--- src/rtl/txr_pkg.sv ---
package txr_pkg;
    // Field positions in descriptor word 0
    localparam int OWN_BIT  = 31;
    localparam int END_BIT  = 30;
    localparam int POS_HI   = 29;
    localparam int POS_LO   = 28;
    localparam logic [1:0] POS_WHOLE = 2'b11;

    // Descriptor geometry in bytes
    localparam int DESC_STRIDE = 16;
    localparam int WORD_BYTES  = 4;

    typedef enum logic [3:0] {
        ST_IDLE,
        ST_FETCH0,
        ST_FETCH1,
        ST_FETCH2,
        ST_FETCH3,
        ST_BUF_RD,
        ST_BUF_CAP,
        ST_BEAT,
        ST_WBACK
    } txr_state_e;
endpackage

--- src/rtl/txr_ring_ptr.sv ---
module txr_ring_ptr #(
    parameter int AW = 32
) (
    input  logic          clk,
    input  logic          rst_n,
    input  logic [AW-1:0] base_i,
    input  logic          start_i,
    input  logic          adv_i,
    input  logic          end_i,
    output logic [AW-1:0] ptr_o
);
    import txr_pkg::*;

    localparam logic [AW-1:0] ALIGN_MASK = ~AW'(DESC_STRIDE - 1);
    localparam logic [AW-1:0] STEP       = AW'(DESC_STRIDE);

    typedef struct packed {
        logic [AW-1:0] ptr;
        logic          fresh;
    } ptr_state_t;

    ptr_state_t cur_q, cur_d;
    logic [AW-1:0] base_al;

    always_comb begin
        base_al = base_i & ALIGN_MASK;
        cur_d   = cur_q;
        if (start_i && cur_q.fresh) begin
            cur_d.ptr   = base_al;
            cur_d.fresh = 1'b0;
        end else if (adv_i) begin
            cur_d.ptr = end_i ? base_al : (cur_q.ptr + STEP);
        end
    end

    always_ff @(posedge clk) begin
        if (!rst_n) begin
            cur_q.ptr   <= '0;
            cur_q.fresh <= 1'b1;
        end else begin
            cur_q <= cur_d;
        end
    end

    assign ptr_o = cur_q.ptr;


    stride_aligned_chk: assert property (@(posedge clk) disable iff (!rst_n)
        !cur_q.fresh |-> (cur_q.ptr[3:0] == 4'd0));
endmodule

--- src/rtl/txr_beat_gen.sv ---
module txr_beat_gen #(
    parameter int AW = 32,
    parameter int LW = 16
) (
    input  logic          clk,
    input  logic          rst_n,
    input  logic          load_i,
    input  logic [LW-1:0] len_i,
    input  logic [AW-3:0] buf_word_i,
    input  logic          step_i,
    output logic [AW-1:0] addr_o,
    output logic          last_o,
    output logic [3:0]    keep_o
);
    localparam int CW = LW - 1;

    typedef struct packed {
        logic [AW-3:0] waddr;
        logic [CW-1:0] left;
        logic [1:0]    tail;
    } beat_state_t;

    beat_state_t st_q, st_d;
    logic [LW:0] len_round;

    always_comb begin
        len_round = {1'b0, len_i} + (LW+1)'(3);
        st_d      = st_q;
        if (load_i) begin
            st_d.waddr = buf_word_i;
            st_d.left  = len_round[LW:2];
            st_d.tail  = len_i[1:0];
        end else if (step_i) begin
            st_d.waddr = st_q.waddr + 1'b1;
            st_d.left  = st_q.left - 1'b1;
        end
    end

    always_ff @(posedge clk) begin
        if (!rst_n) begin
            st_q <= '0;
        end else begin
            st_q <= st_d;
        end
    end

    always_comb begin
        last_o = (st_q.left == CW'(1));
        if (last_o && (st_q.tail != 2'd0)) begin
            keep_o = ~(4'hF << st_q.tail);
        end else begin
            keep_o = 4'hF;
        end
    end

    assign addr_o = {st_q.waddr, 2'b00};


    no_underflow_chk: assert property (@(posedge clk) disable iff (!rst_n)
        step_i |-> (st_q.left != '0));
endmodule

--- src/rtl/txr_ctrl.sv ---
module txr_ctrl #(
    parameter int AW = 32,
    parameter int LW = 16
) (
    input  logic          clk,
    input  logic          rst_n,
    input  logic          arm_i,
    input  logic [AW-1:0] ptr_i,
    input  logic [AW-1:0] beat_addr_i,
    input  logic          beat_last_i,
    input  logic [31:0]   mem_rdata_i,
    input  logic          fo_ready_i,
    output logic          run_o,
    output logic          start_o,
    output logic          adv_o,
    output logic          end_o,
    output logic          beat_load_o,
    output logic [LW-1:0] beat_len_o,
    output logic [AW-3:0] beat_buf_o,
    output logic          beat_step_o,
    output logic          mem_rd_o,
    output logic          mem_wr_o,
    output logic [AW-1:0] mem_addr_o,
    output logic [31:0]   mem_wdata_o,
    output logic          fo_valid_o,
    output logic [31:0]   fo_data_o,
    output logic          fo_whole_o
);
    import txr_pkg::*;

    localparam logic [AW-1:0] OFS_W1 = AW'(WORD_BYTES);
    localparam logic [AW-1:0] OFS_W2 = AW'(2 * WORD_BYTES);

    typedef struct packed {
        txr_state_e    state;
        logic          run;
        logic [31:0]   ctl;
        logic [LW-1:0] len;
        logic [31:0]   data;
    } ctrl_state_t;

    ctrl_state_t st_q, st_d;

    always_comb begin
        st_d        = st_q;
        start_o     = 1'b0;
        adv_o       = 1'b0;
        end_o       = st_q.ctl[END_BIT];
        beat_load_o = 1'b0;
        beat_len_o  = st_q.len;
        beat_buf_o  = mem_rdata_i[AW-1:2];
        beat_step_o = 1'b0;
        mem_rd_o    = 1'b0;
        mem_wr_o    = 1'b0;
        mem_addr_o  = ptr_i;
        mem_wdata_o = st_q.ctl;
        mem_wdata_o[OWN_BIT] = 1'b0;
        fo_valid_o  = 1'b0;

        unique case (st_q.state)
            ST_IDLE: begin
                if (arm_i) begin
                    st_d.run   = 1'b1;
                    start_o    = 1'b1;
                    st_d.state = ST_FETCH0;
                end
            end
            ST_FETCH0: begin
                mem_rd_o   = 1'b1;
                mem_addr_o = ptr_i;
                st_d.state = ST_FETCH1;
            end
            ST_FETCH1: begin
                if (!mem_rdata_i[OWN_BIT]) begin
                    st_d.run   = 1'b0;
                    st_d.state = ST_IDLE;
                end else begin
                    st_d.ctl   = mem_rdata_i;
                    mem_rd_o   = 1'b1;
                    mem_addr_o = ptr_i + OFS_W1;
                    st_d.state = ST_FETCH2;
                end
            end
            ST_FETCH2: begin
                st_d.len   = mem_rdata_i[31:32-LW];
                mem_rd_o   = 1'b1;
                mem_addr_o = ptr_i + OFS_W2;
                st_d.state = ST_FETCH3;
            end
            ST_FETCH3: begin
                beat_load_o = 1'b1;
                st_d.state  = (st_q.len == '0) ? ST_WBACK : ST_BUF_RD;
            end
            ST_BUF_RD: begin
                mem_rd_o   = 1'b1;
                mem_addr_o = beat_addr_i;
                st_d.state = ST_BUF_CAP;
            end
            ST_BUF_CAP: begin
                st_d.data  = mem_rdata_i;
                st_d.state = ST_BEAT;
            end
            ST_BEAT: begin
                fo_valid_o = 1'b1;
                if (fo_ready_i) begin
                    beat_step_o = 1'b1;
                    st_d.state  = beat_last_i ? ST_WBACK : ST_BUF_RD;
                end
            end
            ST_WBACK: begin
                mem_wr_o   = 1'b1;
                mem_addr_o = ptr_i;
                adv_o      = 1'b1;
                st_d.state = ST_FETCH0;
            end
            default: st_d.state = ST_IDLE;
        endcase
    end

    always_ff @(posedge clk) begin
        if (!rst_n) begin
            st_q.state <= ST_IDLE;
            st_q.run   <= 1'b0;
            st_q.ctl   <= '0;
            st_q.len   <= '0;
            st_q.data  <= '0;
        end else begin
            st_q <= st_d;
        end
    end

    assign run_o      = st_q.run;
    assign fo_data_o  = st_q.data;
    assign fo_whole_o = (st_q.ctl[POS_HI:POS_LO] == POS_WHOLE);


    stall_hold_chk: assert property (@(posedge clk) disable iff (!rst_n)
        (fo_valid_o && !fo_ready_i) |=> (fo_valid_o && $stable(fo_data_o)));


    wback_clears_own_chk: assert property (@(posedge clk) disable iff (!rst_n)
        mem_wr_o |-> !mem_wdata_o[OWN_BIT]);


    stopped_quiet_chk: assert property (@(posedge clk) disable iff (!rst_n)
        !run_o |-> (!fo_valid_o && !mem_wr_o));


    aligned_access_chk: assert property (@(posedge clk) disable iff (!rst_n)
        (mem_rd_o || mem_wr_o) |-> (mem_addr_o[1:0] == 2'b00));


    single_access_chk: assert property (@(posedge clk) disable iff (!rst_n)
        !(mem_rd_o && mem_wr_o));
endmodule

--- src/rtl/txring_engine.sv ---
module txring_engine #(
    parameter int AW = 32,
    parameter int LW = 16
) (
    input  logic          clk,
    input  logic          rst_n,
    input  logic [AW-1:0] list_base_i,
    input  logic          tx_arm_i,
    output logic          tx_run_o,
    output logic          mem_rd_o,
    output logic          mem_wr_o,
    output logic [AW-1:0] mem_addr_o,
    output logic [31:0]   mem_wdata_o,
    input  logic [31:0]   mem_rdata_i,
    output logic          fo_valid_o,
    input  logic          fo_ready_i,
    output logic [31:0]   fo_data_o,
    output logic [3:0]    fo_keep_o,
    output logic          fo_last_o,
    output logic          fo_whole_o
);
    logic          start_w;
    logic          adv_w;
    logic          end_w;
    logic [AW-1:0] ptr_w;
    logic          load_w;
    logic [LW-1:0] len_w;
    logic [AW-3:0] bufw_w;
    logic          step_w;
    logic [AW-1:0] baddr_w;
    logic          blast_w;
    logic [3:0]    bkeep_w;

    txr_ring_ptr #(.AW(AW)) ptr_i (
        .clk     (clk),
        .rst_n   (rst_n),
        .base_i  (list_base_i),
        .start_i (start_w),
        .adv_i   (adv_w),
        .end_i   (end_w),
        .ptr_o   (ptr_w)
    );

    txr_beat_gen #(.AW(AW), .LW(LW)) beat_i (
        .clk        (clk),
        .rst_n      (rst_n),
        .load_i     (load_w),
        .len_i      (len_w),
        .buf_word_i (bufw_w),
        .step_i     (step_w),
        .addr_o     (baddr_w),
        .last_o     (blast_w),
        .keep_o     (bkeep_w)
    );

    txr_ctrl #(.AW(AW), .LW(LW)) ctrl_i (
        .clk         (clk),
        .rst_n       (rst_n),
        .arm_i       (tx_arm_i),
        .ptr_i       (ptr_w),
        .beat_addr_i (baddr_w),
        .beat_last_i (blast_w),
        .mem_rdata_i (mem_rdata_i),
        .fo_ready_i  (fo_ready_i),
        .run_o       (tx_run_o),
        .start_o     (start_w),
        .adv_o       (adv_w),
        .end_o       (end_w),
        .beat_load_o (load_w),
        .beat_len_o  (len_w),
        .beat_buf_o  (bufw_w),
        .beat_step_o (step_w),
        .mem_rd_o    (mem_rd_o),
        .mem_wr_o    (mem_wr_o),
        .mem_addr_o  (mem_addr_o),
        .mem_wdata_o (mem_wdata_o),
        .fo_valid_o  (fo_valid_o),
        .fo_data_o   (fo_data_o),
        .fo_whole_o  (fo_whole_o)
    );

    assign fo_keep_o = fo_valid_o ? bkeep_w : 4'h0;
    assign fo_last_o = fo_valid_o && blast_w;


    keep_full_chk: assert property (@(posedge clk) disable iff (!rst_n)
        (fo_valid_o && !fo_last_o) |-> (fo_keep_o == 4'hF));


    beat_needs_run_chk: assert property (@(posedge clk) disable iff (!rst_n)
        fo_valid_o |-> tx_run_o);
endmodule

--- config.mk ---
export PLATFORM = sky130hd
export DESIGN_NAME = txring_engine
export DESIGN_NICKNAME = d
export VERILOG_FILES = /design/src/rtl/txr_pkg.sv /design/src/rtl/txr_ring_ptr.sv /design/src/rtl/txr_beat_gen.sv /design/src/rtl/txr_ctrl.sv /design/src/rtl/txring_engine.sv
export SDC_FILE = /design/constraint.sdc
export NUM_CORES = 1
export LEC_CHECK = 0
export BUFFER_PORTS_ARGS = -buffer_cell sky130_fd_sc_hd__buf_2
export CAP_MARGIN = 20
export CORE_ASPECT_RATIO = 0.8
export CORE_MARGIN = 4
export CORE_UTILIZATION = 45
export DETAILED_ROUTE_END_ITERATION = 10
export GPL_ROUTABILITY_DRIVEN = 0
export PLACE_DENSITY = 0.74
export RECOVER_POWER = 25
export REMOVE_ABC_BUFFERS = 1
export SYNTH_ARGS = -nofsm -noshare
export SYNTH_HDL_FRONTEND = slang
export SYNTH_HIERARCHICAL = 1
export SYNTH_SLANG_ARGS = --single-unit
--- constraint.sdc ---
create_clock -name clk -period 2.9 [get_ports clk]
set_clock_uncertainty 0.15 [all_clocks]
set_input_delay 0 -clock clk [delete_from_list [all_inputs] [get_ports clk]]
set_output_delay 0 -clock clk [all_outputs]
set_load 0.05 [all_outputs]
==> results by group <==
Status
  • Status: finished, final reports clean

Clock network
  • CTS max path bufs: 2
  • CTS root buf: clkbuf_16
  • Clock sinks: 164
  • CTS tree: yes
  • Worst-skew pair later-pin latency: 430 ps
  • Total CTS buffers: 17
  • Clock transition at the registers of the reported paths: 60 ps
  • H-tree depth: 4

Min path
  • Hold Crit Class: in2reg

Setup path
  • CP arrival: 2630 ps
  • Crit end category: output pin
  • WS Path Type: reg2out
  • Worst EP required: 2750 ps
  • Worst-path cell chain: buf_12 -> nand4bb_1 -> nand2_2 -> o22ai_1 -> a211oi_1 -> buf_4
  • CP max stage cell: nand4bb_1
  • Buf/Inv on CP: 2
  • Crit Path Max Fanout: 16
  • Crit path launch type: register
  • Largest incremental delay on the critical path: 500 ps
  • CP delay by family, top: simple AND/OR/NAND/NOR gates

Global route
  • Total Routing Usage GR: 23.6%
  • Largest net degree at the start of global routing: 86
  • GR met1 Demand/Resource: 32.0%
  • Met3 GRT Util: 5.87%
  • Initial antenna violation count: 0
  • Met2 Usage GRT: 36.6%
  • GRT overflow: 0
  • First-pass GRT wire length: 52700 um
  • GRT busiest layer: met2
  • Vias in the first global route: 10000

Cells and area
  • Area growth syn-to-layout: 11.2%
  • Post-layout util: 50.8%
  • Final net count: 1567
  • Share of layout cells above drive strength 1: 17.4%
  • Diode count: 0

Drt
  • TritonRoute pass-1 iters: 5
  • DR vias/cell: 5.81
  • Wirelength per Cell: 18.1 um
  • Routed vias: 10600
  • Final WL: 33100 um
  • DRT iter0 DRCs: 1061
  • Final ANT Viol Nets: 0
  • DRC Markers: 0

Placement
  • DP HPWL: 23300 um
  • IO Port Bufs: 168

Timing
  • Unrepaired setup endpoints after global routing: false
  • Final Hold Slack: 218 ps
  • Final worst path period share: 96.0%
  • Max-slew headroom: 46.2%
  • Slew @ Worst Pin: 806 ps
  • Fmax: 0.359 GHz
  • Max-slew violations: 0
  • # setup viols final: 0
  • Fin. Hold Viols: 0
  • Tmin final: 2780 ps

Yosys
  • Post-Syn Area: 11100 um2
  • Post-synth top area cell: dfxtp_1
  • Yosys top cell area share: 29.6%
  • Cells after Synth: 1434
  • Ys Warns: 6
  • Post-synth top flop: dfxtp_1
  • Top cells by area, synth: dfxtp_1 30%, buf_4 12%, nand2_1 8.5%
  • Avg Synthesized Cell Area: 7.74 um2
  • Yosys reg bits: 164
  • Post-synthesis sequential area ratio: 29.6%
  • Share of synthesized registers carrying an async set or reset: 0%
  • Synth cell types: 91
  • Post-synth EDFFs: 0

Job
  • Max-cap violations: 0

Floorplanning
  • Full die area: 27300 um2
  • Number of core rows: 51
  • Initial Utilization: 45.7%
  • Width of the die: 184 um
  • I/O pins: 174
  • Vert. Die Dim: 148 um
  • Core Footprint: 24300 um2

Power
  • Leak: 4.57 nW
  • Power per cell area: 458 nW/um2
  • Maximum VDD drop: 0.334 mV
-- where the power goes --
| part | internal (mW) | switching [mW] | leakage, nW | total [mW] |
|---|---|---|---|---|
| combinational | 0.385 | 0.702 | 2.98 | 1.09 |
| clock | 1.13 | 1.02 | 0.258 | 2.15 |
| sequential | 2.32 | 0.0978 | 1.33 | 2.42 |
| total | 3.83 | 1.82 | 4.57 | 5.65 |
-- per-stage QoR --
stage          setup TNS [ps]  std cells  worst slack (ps)  area (um2)  power, mW
2_1_floorplan          -92040       1172             -1810        9400       3.05
3_3_place_gp                0       1727               401       11200       3.44
3_5_place_dp                0       1727               273       11200       3.46
4_1_cts                     0       1822              19.3       12400       5.66
5_1_grt                     0       1824              12.5       12300       5.85
6_report                    0       1824               117       12300       5.65
-- cell usage after synthesis (14+ instances only) --
| library cell | n |
|---|---|
| a21boi_0 | 66 |
| nand2_1 | 251 |
| buf_2 | 27 |
| buf_4 | 179 |
| inv_1 | 14 |
| nor3_1 | 18 |
| a211oi_1 | 24 |
| nor2_1 | 62 |
| and3_1 | 25 |
| o21ai_0 | 63 |
| o22ai_1 | 20 |
| and2_1 | 16 |
| a21oi_1 | 57 |
| nand3_1 | 51 |
| clkbuf_1 | 49 |
| xor2_1 | 45 |
| nand4_1 | 46 |
| xnor2_1 | 24 |
| dfxtp_1 | 164 |
-- worst register-to-register path, cell delays in order (launching register included) --
cell     delay, ps
dfxtp_1        480
nand2_1        140
nor2_1         130
and2_1         360
nand4_1        300
nor2_1         470
nand4_1        190
xor2_1         220
a21oi_1        100
-- placed cells by master (no fill, tap or decap), types with 11 or more instances in the layout --
cell type and n:
o22ai_1 20, a22oi_1 13, buf_4 73, clkbuf_16 17, nor2_1 57, a21boi_0 66
nand3_1 51, nor4_1 12, o21ai_0 63, a21boi_1 13, dlygate4sd3_1 63, dfxtp_1 159
nor3_1 18, clkbuf_1 65, inv_1 14, xor2_1 45, buf_2 99, nand2_1 251
xnor2_1 24, a21oi_1 57, nand4_1 46, o211ai_1 13, and2_1 16, a211oi_1 24
and3_1 25, o221ai_1 11
-- cell families after synthesis --
kind of cell / count (synthesis) / synth area share [%]
adders and majority gates: 6 / 0.676
muxes: 11 / 0.992
DFF: 164 / 29.6
other: 3 / 0.101
xor gates and xnor gates: 69 / 5.44
buffers and inverters: 281 / 16.0
and+or+nand+nor: 551 / 25.4
AOI/OAI and AO/OA: 349 / 21.8
-- timing repair --
| action | 4_1_cts | 5_1_grt |
|---|---|---|
| hold buffers | 63 | 0 |
| endpoints found under the setup margin | 7 | 14 |
| buffers inserted | 0 | 2 |
| gates resized for setup | 9 | 12 |
| hold endpoints to repair | 143 | 0 |
-- final timing paths --
path,slack (ps),start,to,cells past startpoint
worst max-delay path,120,ctrl_i/st_q[82],mem_addr_o[30],6
worst min-delay path,220,mem_rdata_i[6],beat_i/addr_o[6],3
worst min register to register,300,ctrl_i/mem_wdata_o[7],ctrl_i/mem_wdata_o[7],2
worst max register to register,230,ctrl_i/st_q[82],beat_i/addr_o[21],8
-- registers in the layout (all words and copies together) (netlist names) --
name and count:
ctrl_i/fo_data_o 32, ctrl_i/st_q 4, ctrl_i/run_o 1, beat_i/st_q 17
ctrl_i/beat_len_o 16, ctrl_i/end_o 1, ptr_i/ptr_o 32, ctrl_i/mem_wdata_o 30
beat_i/addr_o 30, ptr_i/cur_q 1
-- final cells by class --
cell class | count | area, um2
fillers | 2295 | 12000
flip-flops and latches | 164 | 3290
clock buffers | 19 | 443
clock inverters | 13 | 100
repair buffers | 302 | 1970
well taps | 318 | 398
inverters | 18 | 67.6
multi-input cells | 990 | 6080
-- metal layers --
layer | up-vias | part of all wire (%)
met5 | - | 0
met4 | 0 | 2.7
met3 | 72 | 8.3
met2 | 477 | 45
met1 | 5003 | 44
li1 | 5047 | -
(Power assumes the default switching activity.)
